==> config.mk <==
export PLATFORM = sky130hd
export DESIGN_NAME = cmp_deglitch_irq
export DESIGN_NICKNAME = d
export VERILOG_FILES = /design/src/rtl/cmp_filt_pkg.sv /design/src/rtl/cmp_sync.sv /design/src/rtl/cmp_hold_filter.sv /design/src/rtl/cmp_edge_flag.sv /design/src/rtl/cmp_deglitch_irq.sv
export SDC_FILE = /design/constraint.sdc
export NUM_CORES = 1
export LEC_CHECK = 0
export ABC_AREA = 1
export BUFFER_PORTS_ARGS = -buffer_cell sky130_fd_sc_hd__clkbuf_2
export CORE_MARGIN = 2
export CORE_UTILIZATION = 52
export DETAILED_ROUTE_END_ITERATION = 8
export PLACE_DENSITY_LB_ADDON = 0.15
export SKIP_CTS_REPAIR_TIMING = 1
export SYNTH_ARGS = -nofsm -noshare
export SYNTH_HDL_FRONTEND = slang
export SYNTH_HIERARCHICAL = 1
export SYNTH_SLANG_ARGS = --single-unit
==> constraint.sdc <==
create_clock -name clk -period 1.55 [get_ports clk]
set_clock_uncertainty 0.1 [all_clocks]
set_input_delay 0.0775 -clock clk [delete_from_list [all_inputs] [get_ports clk]]
set_output_delay 0.0775 -clock clk [all_outputs]
set_load 0.02 [all_outputs]
==> src/rtl/cmp_filt_pkg.sv <==
package cmp_filt_pkg;

  // Hold length in clock cycles for a given delay code.
  function automatic int hold_cycles(input int code, input int step);
    return code * step;
  endfunction

  // Width needed to count up to a maximum value.
  function automatic int count_width(input int max_val);
    return (max_val < 2) ? 1 : $clog2(max_val + 1);
  endfunction

endpackage

==> src/rtl/cmp_sync.sv <==
module cmp_sync #(
  parameter int STAGES = 2
) (
  input  logic clk,
  input  logic rst_n,
  input  logic d_async,
  output logic d_sync
);
  logic [STAGES-1:0] chain;

  generate
    for (genvar i = 0; i < STAGES; i++) begin : g_stage
      if (i == 0) begin : g_first
        always_ff @(posedge clk or negedge rst_n) begin
          if (!rst_n) chain[0] <= 1'b0;
          else        chain[0] <= d_async;
        end
      end else begin : g_next
        always_ff @(posedge clk or negedge rst_n) begin
          if (!rst_n) chain[i] <= 1'b0;
          else        chain[i] <= chain[i-1];
        end
      end
    end
  endgenerate

  assign d_sync = chain[STAGES-1];
endmodule

==> src/rtl/cmp_hold_filter.sv <==
module cmp_hold_filter
  import cmp_filt_pkg::*;
#(
  parameter int CODE_W = 4,
  parameter int STEP   = 2
) (
  input  logic              clk,
  input  logic              rst_n,
  input  logic              din,
  input  logic [CODE_W-1:0] code,
  output logic              dout,
  output logic              start_evt,
  output logic              commit_evt
);
  localparam int MAX_HOLD = STEP * ((1 << CODE_W) - 1);
  localparam int CNT_W    = count_width(MAX_HOLD);

  logic [CNT_W-1:0] cnt;
  logic [CNT_W-1:0] lim_q;
  logic [CNT_W-1:0] lim_now;
  logic             differ;
  logic             counting;

  assign lim_now    = CNT_W'(hold_cycles(int'(code), STEP));
  assign differ     = (din != dout);
  assign counting   = (cnt != '0);
  assign start_evt  = differ && !counting && (lim_now != '0);
  assign commit_evt = differ && ((!counting && (lim_now == '0)) ||
                                 (counting && (cnt == lim_q)));

  always_ff @(posedge clk or negedge rst_n) begin
    if (!rst_n) begin
      cnt   <= '0;
      lim_q <= '0;
      dout  <= 1'b0;
    end else if (!differ) begin
      cnt <= '0;
    end else if (commit_evt) begin
      cnt  <= '0;
      dout <= din;
    end else if (start_evt) begin
      cnt   <= CNT_W'(1);
      lim_q <= lim_now;
    end else begin
      cnt <= cnt + CNT_W'(1);
    end
  end

  // The output only ever moves toward the synchronized input.
  assert_move_toward_input_R3: assert property (@(posedge clk) disable iff (!rst_n)
    (dout != $past(dout)) |-> (dout == $past(din)));

  // A running count never passes the hold length captured at its start.
  assert_cnt_bound_R11: assert property (@(posedge clk) disable iff (!rst_n)
    (cnt != '0) |-> (cnt <= lim_q));

  // When the input agrees with the output, the count restarts.
  assert_revert_restart_R5: assert property (@(posedge clk) disable iff (!rst_n)
    !differ |=> (cnt == '0));

endmodule

==> src/rtl/cmp_edge_flag.sv <==
module cmp_edge_flag (
  input  logic clk,
  input  logic rst_n,
  input  logic level,
  input  logic rise_sel,
  input  logic clr,
  output logic flag,
  output logic hit
);
  logic prev;
  logic rise_evt;
  logic fall_evt;

  assign rise_evt = level && !prev;
  assign fall_evt = !level && prev;
  assign hit      = rise_sel ? rise_evt : fall_evt;

  always_ff @(posedge clk or negedge rst_n) begin
    if (!rst_n) begin
      prev <= 1'b0;
      flag <= 1'b0;
    end else begin
      prev <= level;
      flag <= hit | (flag & ~clr);
    end
  end

  // An edge wins over a clear that arrives in the same cycle.
  assert_hit_sets_R9: assert property (@(posedge clk) disable iff (!rst_n)
    hit |=> flag);

  // Without a clear, the flag holds its value.
  assert_sticky_R8: assert property (@(posedge clk) disable iff (!rst_n)
    (flag && !clr) |=> flag);

  // The flag only rises after an edge of the selected polarity.
  assert_rise_needs_edge_R7: assert property (@(posedge clk) disable iff (!rst_n)
    $rose(flag) |-> $past(rise_sel ? (level && !prev) : (!level && prev)));

endmodule

==> src/rtl/cmp_deglitch_irq.sv <==
module cmp_deglitch_irq #(
  parameter int CODE_W      = 4,
  parameter int STEP        = 2,
  parameter int SYNC_STAGES = 2
) (
  input  logic              clk,
  input  logic              rst_n,
  input  logic              cmp_raw,
  input  logic [CODE_W-1:0] dly_code,
  input  logic              edge_rise_sel,
  input  logic              irq_en,
  input  logic              flag_clr,
  output logic              cmp_filt,
  output logic              irq_flag,
  output logic              irq_req
);
  logic raw_sync;
  logic filt_start;
  logic filt_commit;
  logic edge_hit;

  cmp_sync #(.STAGES(SYNC_STAGES)) u_sync (
    .clk     (clk),
    .rst_n   (rst_n),
    .d_async (cmp_raw),
    .d_sync  (raw_sync)
  );

  cmp_hold_filter #(.CODE_W(CODE_W), .STEP(STEP)) u_filt (
    .clk        (clk),
    .rst_n      (rst_n),
    .din        (raw_sync),
    .code       (dly_code),
    .dout       (cmp_filt),
    .start_evt  (filt_start),
    .commit_evt (filt_commit)
  );

  cmp_edge_flag u_edge (
    .clk      (clk),
    .rst_n    (rst_n),
    .level    (cmp_filt),
    .rise_sel (edge_rise_sel),
    .clr      (flag_clr),
    .flag     (irq_flag),
    .hit      (edge_hit)
  );

  assign irq_req = irq_flag & irq_en;

  // Edges come from the filtered level: the filter commits a change one cycle
  // before the edge detector can report it.
  assert_edge_after_commit_R12: assert property (@(posedge clk) disable iff (!rst_n)
    edge_hit |-> $past(filt_commit));

  // A request needs an enabled flag.
  assert_req_gate_R10: assert property (@(posedge clk) disable iff (!rst_n)
    irq_req |-> (irq_flag && irq_en));

  // No flag appears in the cycle right after reset.
  assert_reset_quiet_R1: assert property (@(posedge clk) disable iff (!rst_n)
    $rose(rst_n) |-> !irq_flag);

endmodule

==> results.yml <==
worst_setup_path:
  worst_setup_path_start_kind: "flip-flop"
  crit_fanout: 4
  rrSetupSlack_ns: 0.07
  cp_data_required_time_ns: 1.61
  crit_arrival_ns: 1.55
  critPathKind: "flip-flop to flip-flop"
  slowest_stage: "dfrtp_1"
  cpPeakStageDelay_ns: 0.40
  critPathCaptureType: "flip-flop"
  path_cells: "inv_1 > ha_1 > nand3_2 > nor2_4 > nand2_4 > o21ai_0 > nand2_1"
  critPathBufInv: 1
  critPathTopFamily: "flip-flops"
cells_and_area:
  area_growth_syn_to_layout_pct: 25.87
  fin_nets: 120
  diodes: 0
  layout-drive-gt1-share: 0.2642
  instances_no_fill: 121
  fin_area_um2: 907.1
placed_design:
  dpl_cell_area_um2: 807.0
  preCtsSetupSlack_ns: 0.07188
  placed_cells: 111
  gp_congestion: 0.7424
  dp_hpwl_um: 965.3
  io_buffers: 12
synth:
  synth_area_per_cell_um2: 8.683
  synth_nets: 95
  yosysWarnings: 6
  syn_area_um2: 720.7
  syn_inst: 83
routing:
  ant_nets: 0
  drtIter0Drc: 9
  routed_wl_um: 1364
  drc: 0
  firstDrtPassIters: 4
  drt-wirelength-per-cell_um: 11.27
  vias_per_cell: 4.942
  vias: 598
global_route:
  grt_max_degree: 15
  grt_pass1_vias: 476
  antenna_found_initial: 0
  grt_pass1_wl_um: 1973
  grt_util_all_layers: 0.1859
  overflow: 0
cts:
  insertion_delay_ns: 0.27
  htree_levels: 1
  clk_pin_slew_ns: 0.08
  cts_tree: "done"
  cts-root-buf: "clkbuf_4"
  cts_max_path_buffers: 2
  cts.sinks: 14
  cts_buffers: 3
timing:
  hold_viol_final: 1
  fin_ws_ns: 0.06632
  finalSetupViolations: 0
  fin_crit_ns: 1.484
  post-route-period-util: 0.9572
  whs_ns: -0.04189
  slew_violations: 0
  fmax_mhz: 674.0
  worstMarginPinSlew_ns: 0.3552
  slew_headroom: 0.7632
hold_path:
  hp-class: "primary input to flip-flop"
power_and_ir_drop:
  leakage_nw: 0.4847
  power_mw: 1.450
  powerDensity_mw_per_mm2: 1599
  ir_drop_mv: 0.9766
die:
  io_pins: 13
  rows: 13
  initial_utilization: 0.5538
  die_h_um: 41.23
  die_area_mm2: 0.001700
  dieWidth_um: 41.23
  coreArea_mm2: 0.001301
run_status:
  status: "finished, violations left"
  violations: "negative hold slack"
job:
  cap_violations: 0
==> flip-flops by register name, indices dropped and copies added, names as in the netlist <==
name,flops
u_filt/lim_q,4
u_filt/cnt,5
u_sync/chain,1
u_edge/prev,1
u_filt/dout,1
u_sync/d_sync,1
u_edge/flag,1
==> worst reg2reg max path, stage by stage, from the launching register on <==
cell     delay, ns
dfrtp_1       0.40
inv_1         0.11
ha_1          0.17
nand3_2       0.10
nor2_4        0.13
nand2_4       0.10
o21ai_0       0.19
nand2_1       0.07
==> per-stage QoR <==
stage | TNS, ns | util
6_report | 0 | 0.6971
5_1_grt | -0.1012 | 0.6971
4_1_cts | 0 | 0.6375
3_5_place_dp | 0 | 0.6202
3_3_place_gp | 0 | 0.6202
2_1_floorplan | 0 | -
==> cell type report <==
cell class                      count  area [µm²]
Multi-Input combinational cell     54       324.1
Timing Repair Buffer               20       135.1
Fill cell                         103       394.1
Clock buffer                        3       22.52
Sequential cell                    14       350.3
Tap cell                           15       18.77
Inverter                           15       56.30
==> report_power, final <==
group	total [mW]	internal, mW	leakage, nW	switching [mW]
Sequential	0.551	0.474	0.178	0.0776
Clock	0.200	0.0900	0.0138	0.110
Combinational	0.700	0.263	0.293	0.437
==> metal layers <==
metal	vias to the layer above	wire length, µm	track usage
met5	-	0	0
met4	0	11	0.07258
met3	2	61	0.04891
met2	14	649	0.2734
met1	279	642	0.2595
li1	303	-	-
==> path summary, 6_finish.rpt <==
| kind | start | endpoint | depth (start not counted) |
|---|---|---|---|
| setup / recovery | u_filt/cnt[0]$_DFF_PN0_ | u_filt/lim_q[3]$_DFFE_PN0P_ | 7 |
| max in group asynchronous | rst_n | u_edge/flag$_DFF_PN0_ | 2 |
| hold reg to reg | u_sync/chain[0]$_DFF_PN0_ | u_sync/d_sync$_DFF_PN0_ | 0 |
| setup reg to reg | u_filt/cnt[0]$_DFF_PN0_ | u_filt/lim_q[3]$_DFFE_PN0P_ | 7 |
| hold / removal | flag_clr | u_edge/flag$_DFF_PN0_ | 4 |
| min in group asynchronous | rst_n | u_filt/cnt[4]$_DFF_PN0_ | 2 |
==> cells in the final DEF, fill, tap and decap left out, drive strengths merged, types with 2 or more instances in the layout <==
cell type and instances:
o21ai 5, clkbuf 15, ha 2, inv 15, nor3 3, nand3 8, nand2 23, dfrtp 14
nor2 7, xor2 4, buf 2, dlygate4sd3 6
(Power assumes the default switching activity.)
